$ cat src/rtl/bus_cond_pkg.sv
package bus_cond_pkg;

  // Line order inside the filter bank
  localparam int LINE_SCL = 0;
  localparam int LINE_SDA = 1;
  localparam int NUM_LINES = 2;

  typedef struct packed {
    logic scl;
    logic sda;
  } bus_lines_t;

endpackage

$ cat src/rtl/bus_line_filter.sv
module bus_line_filter #(
  parameter int SYNC_STAGES = 2,
  parameter int FILT_TAPS   = 3
) (
  input  logic clk,
  input  logic rst,
  input  logic line_in,
  output logic line_filt
);

  localparam int CNT_W = $clog2(FILT_TAPS + 1);
  localparam int MAJ   = FILT_TAPS / 2;

  logic [SYNC_STAGES-1:0] sync_q;
  logic [FILT_TAPS-1:0]   hist_q;
  logic [CNT_W-1:0]       ones;
  logic                   filt_q;

  // Synchroniser chain, reset to the idle-high bus level
  always_ff @(posedge clk) begin
    if (rst) begin
      sync_q <= '1;
    end else begin
      sync_q <= {sync_q[SYNC_STAGES-2:0], line_in};
    end
  end

  // Sample history feeding the vote
  always_ff @(posedge clk) begin
    if (rst) begin
      hist_q <= '1;
    end else begin
      hist_q <= {hist_q[FILT_TAPS-2:0], sync_q[SYNC_STAGES-1]};
    end
  end

  always_comb begin
    ones = '0;
    for (int i = 0; i < FILT_TAPS; i++) begin
      ones = ones + CNT_W'(hist_q[i]);
    end
  end

  always_ff @(posedge clk) begin
    if (rst) begin
      filt_q <= 1'b1;
    end else begin
      filt_q <= (ones > CNT_W'(MAJ));
    end
  end

  assign line_filt = filt_q;

endmodule

$ cat src/rtl/bus_cond_decode.sv
module bus_cond_decode
  import bus_cond_pkg::*;
(
  input  logic       clk,
  input  logic       rst,
  input  bus_lines_t lines,
  output logic       start_pulse,
  output logic       stop_pulse,
  output logic       bus_active
);

  bus_lines_t prev_q;
  logic       scl_held_high;
  logic       sda_fall;
  logic       sda_rise;
  logic       start_q;
  logic       stop_q;
  logic       active_q;

  always_ff @(posedge clk) begin
    if (rst) begin
      prev_q <= '{scl: 1'b1, sda: 1'b1};
    end else begin
      prev_q <= lines;
    end
  end

  // SCL must be high on both sides of the SDA edge
  assign scl_held_high = lines.scl & prev_q.scl;
  assign sda_fall      = prev_q.sda & ~lines.sda;
  assign sda_rise      = ~prev_q.sda & lines.sda;

  always_ff @(posedge clk) begin
    if (rst) begin
      start_q  <= 1'b0;
      stop_q   <= 1'b0;
      active_q <= 1'b0;
    end else begin
      start_q <= scl_held_high & sda_fall;
      stop_q  <= scl_held_high & sda_rise;
      if (scl_held_high & sda_fall) begin
        active_q <= 1'b1;
      end else if (scl_held_high & sda_rise) begin
        active_q <= 1'b0;
      end
    end
  end

  assign start_pulse = start_q;
  assign stop_pulse  = stop_q;
  assign bus_active  = active_q;

endmodule

$ cat src/rtl/bus_cond_detect.sv
module bus_cond_detect
  import bus_cond_pkg::*;
#(
  parameter int SYNC_STAGES = 2,
  parameter int FILT_TAPS   = 3
) (
  input  logic clk,
  input  logic rst,
  input  logic scl_in,
  input  logic sda_in,
  output logic start_pulse,
  output logic stop_pulse,
  output logic bus_active
);

  logic [NUM_LINES-1:0] raw_lines;
  logic [NUM_LINES-1:0] filt_lines;
  bus_lines_t           clean;

  assign raw_lines[LINE_SCL] = scl_in;
  assign raw_lines[LINE_SDA] = sda_in;

  for (genvar g = 0; g < NUM_LINES; g++) begin : g_line
    bus_line_filter #(
      .SYNC_STAGES(SYNC_STAGES),
      .FILT_TAPS  (FILT_TAPS)
    ) u_filt (
      .clk      (clk),
      .rst      (rst),
      .line_in  (raw_lines[g]),
      .line_filt(filt_lines[g])
    );
  end

  assign clean.scl = filt_lines[LINE_SCL];
  assign clean.sda = filt_lines[LINE_SDA];

  bus_cond_decode u_decode (
    .clk        (clk),
    .rst        (rst),
    .lines      (clean),
    .start_pulse(start_pulse),
    .stop_pulse (stop_pulse),
    .bus_active (bus_active)
  );

endmodule

$ cat config.mk
export PLATFORM = sky130hd
export DESIGN_NAME = bus_cond_detect
export DESIGN_NICKNAME = d
export VERILOG_FILES = /design/src/rtl/bus_cond_pkg.sv /design/src/rtl/bus_line_filter.sv /design/src/rtl/bus_cond_decode.sv /design/src/rtl/bus_cond_detect.sv
export SDC_FILE = /design/constraint.sdc
export NUM_CORES = 1
export LEC_CHECK = 0
export BUFFER_PORTS_ARGS = -buffer_cell sky130_fd_sc_hd__buf_2
export CAP_MARGIN = 10
export CELL_PAD_IN_SITES_DETAIL_PLACEMENT = 2
export CELL_PAD_IN_SITES_GLOBAL_PLACEMENT = 2
export CORE_MARGIN = 4
export CORE_UTILIZATION = 30
export CTS_BUF_LIST = sky130_fd_sc_hd__clkbuf_8
export DETAILED_ROUTE_END_ITERATION = 16
export GPL_ROUTABILITY_DRIVEN = 0
export PLACE_DENSITY = 0.63
export SETUP_SLACK_MARGIN = 0.2
export SYNTH_ARGS = -nofsm -noshare
export SYNTH_HDL_FRONTEND = slang
export SYNTH_SLANG_ARGS = --single-unit
$ cat constraint.sdc
create_clock -name clk -period 2.14 [get_ports clk]
set_input_delay 0.107 -clock clk [delete_from_list [all_inputs] [get_ports clk]]
set_output_delay 0.107 -clock clk [all_outputs]
set_load 0.05 [all_outputs]
==> run summary <==
OUTCOME
------------------------------------------------------------------------------------
Outcome                                                                 finished clean

GLOBAL ROUTE
------------------------------------------------------------------------------------
Pin count of the biggest net entering global routing                              17
Global-route wire length before repair                                       1430 um
Number of antenna violations at the first check in global routing                  0
GRT overflow                                                                       0
GRT Overall Usage                                                              7.66%
Number of global-route vias before repair                                        358

CELLS AND AREA
------------------------------------------------------------------------------------
Leading cell type in the layout, fill and taps excluded                      dfxtp_1
Layout overhead on the synthesized area                                        16.0%
Most frequent cells in the layout                                       dfxtp_1 (17), or2_1 (7), buf_2 (6)
Post-layout nets                                                                  57
Diode count                                                                        0
Sequential standard cell area                                               340 um^2
Number of filler instances in the final layout                                   171
Fraction of layout instances using a drive strength above 1                    32.0%
Multi-input gate area                                                       170 um^2

CLOCKING
------------------------------------------------------------------------------------
Post-cts sizing count                                                              0
Post-CTS setup buffer count                                                        0
Number of levels in the clock H-tree                                               1
Num CTS Buffers                                                                    3
Clock tree from TritonCTS                                                        yes
Clock latency reported for the late side of the worst-skew pair               240 ps
Deepest clock path buffer count                                                    2
CTS Sinks                                                                         17
Number of buffers inserted for hold repair after clock tree synthesis              0
Clk slew on worst S/H paths                                                    60 ps
Root buf cell                                                               clkbuf_8

SETUP PATH
------------------------------------------------------------------------------------
FF-to-FF Start                                                          g_line[0].u_filt.hist_q[0]
Required time worst endpoint                                                 2280 ps
Maximum fanout along the worst path                                                2
Worst Reg2Reg Path Length in Cells                                                 2
Setup slack of the worst register-to-register path                           1150 ps
Worst EP arrival                                                             1130 ps
Crit path launch type                                                           flop
Nature of the critical path endpoint                                            flop
R2r endpoint                                                            g_line[0].u_filt.line_filt
Category of the most critical setup path                                  reg -> reg

WORST HOLD PATH
------------------------------------------------------------------------------------
Class of the most critical hold timing path                                in -> reg
Endpoint of the worst hold path                                         g_line[0].u_filt.sync_q[0]
Hold path startpoint                                                          scl_in
Worst hold stages                                                                  2

LOGIC SYNTHESIS
------------------------------------------------------------------------------------
Netlist Area Pre-Place                                                      526 um^2
Number of nets in the synthesized netlist                                         47
Seq/Total Area, Yosys                                                          64.8%
Number of library cell types mapped by synthesis                                  14
Yosys warnings                                                                     0
Number of flip-flops and latches in the synthesized netlist                       17
Cell count after synthesis                                                        41
Mean instance size in the synthesized netlist                              12.8 um^2

PWR
------------------------------------------------------------------------------------
Peak supply drop                                                              387 uV
PD cells                                                                 939 nW/um^2
Total leakage power                                                      0.000260 uW

PLACED DESIGN
------------------------------------------------------------------------------------
Port Buf Inserts                                                                   6
Placed wire-length estimate                                                   574 um

TIMING
------------------------------------------------------------------------------------
Worst slack on hold paths                                                    43.3 ps
Shortest clock period the worst path allows after layout                      994 ps
Period utilisation layout                                                      46.4%
Setup violation total in the final timing report                                   0
Slew Limit Fails                                                                   0
Remaining max-slew budget at the tightest pin                                  83.4%
Number of hold-slack violations in the final timing report                         0
Slew at the pin closest to its max-slew limit                                 251 ps
Highest attainable clock frequency                                          1010 MHz
Setup clock skew after layout                                                3.72 ps
Total Negative Setup Slacks                                                     0 ps
Unrepaired setup endpoints after global routing                                false

DIE
------------------------------------------------------------------------------------
Die H                                                                        49.9 um
IO Pins                                                                            7
Area of the core                                                           1580 um^2
Initial core utilization                                                       33.3%
Die W                                                                        49.9 um
Die area                                                                   2490 um^2
Standard-cell row count                                                           14

JOB
------------------------------------------------------------------------------------
Max-Cap Viols                                                                      0

DETAILED ROUTING
------------------------------------------------------------------------------------
Final wirelength                                                              789 um
DRC viols                                                                          0
WL/cell                                                                      12.0 um
Via Count                                                                        312
First DRT Iteration DRCs                                                           1
Post-detailed-route via-to-cell ratio                                           4.73
Number of nets with antenna violations after detailed routing                      0
1st-pass router iterations                                                         2

power by group:
group          internal (uW)  switching, uW
sequential               324           2.93
clock                    127           98.5
combinational           8.99           10.8
metrics by stage:
stage                     instances  utilization (%)  area (um^2)  setup slack, ps  power (uW)
final                            66             38.7          609             1150         572
after global placement           62             35.8          564             1180         352
after floorplan                  41                -          526             1080         349
after global routing             66             38.7          609             1120         596
after CTS                        66             38.7          609             1140         580
after detailed placement         62             35.8          564             1150         355
critical path: stages (launching register included):
cell and delay (ps):
dfxtp_1 310, ha_1 290, a211o_1 290
state kept, by name, summed over array words and instances, names as in the netlist:
register and flops:
g_line.u_filt.hist_q 6, g_line.u_filt.line_filt 2, g_line.u_filt.sync_q 4, u_decode.bus_active 1, u_decode.prev_q 2, u_decode.start_pulse 1
u_decode.stop_pulse 1
cells in the mapped netlist (all sizes together):
cell	n	share of area [%]
dfxtp	17	65
or2	12	15
a211o	2	3.3
and3b	2	3.6
ha	2	4.8
a31oi	1	1.2
buf	1	2.1
inv	1	0.71
nand3	1	0.95
nor2	1	0.71
o32ai	1	3.1
cells by family after synthesis:
group                    share of synthesized area [%]
flip-flops                                        64.8
AND/OR/NAND/NOR                                   20.0
AO/OA/AOI/OAI                                     7.62
buffers and inverters                             2.86
adder cells (fa/ha/maj)                           4.76
per-layer routing:
metal / global-route usage, % / part of all wire (%)
met1: 7.50 / 46
met2: 13.0 / 49
met3: 3.01 / 5.7
met4: 5.53 / 0
met5: 0 / 0
layout make-up:
class / count / area share [%]
clock inverters: 1 / 0.616
well taps: 16 / 3.29
repair buffers: 6 / 4.93
multi-input cells: 22 / 27.9
clock buffers: 3 / 6.78
flip-flops and latches: 17 / 55.9
inverters: 1 / 0.616
how the worst max path moves through the flow:
stage	start	to	slack [ps]	cells after the start
global placement	g_line[0].u_filt.hist_q[0]	g_line[0].u_filt.line_filt	1180	2
floorplan	u_decode.bus_active	u_decode.bus_active	1080	2
finish	g_line[0].u_filt.hist_q[0]	g_line[0].u_filt.line_filt	1150	2
detailed placement	g_line[0].u_filt.hist_q[0]	g_line[0].u_filt.line_filt	1150	2
CTS	g_line[0].u_filt.hist_q[0]	g_line[0].u_filt.line_filt	1140	2
global route	g_line[0].u_filt.hist_q[0]	g_line[0].u_filt.line_filt	1120	2
No activity file was read; power rests on OpenSTA's default activity.
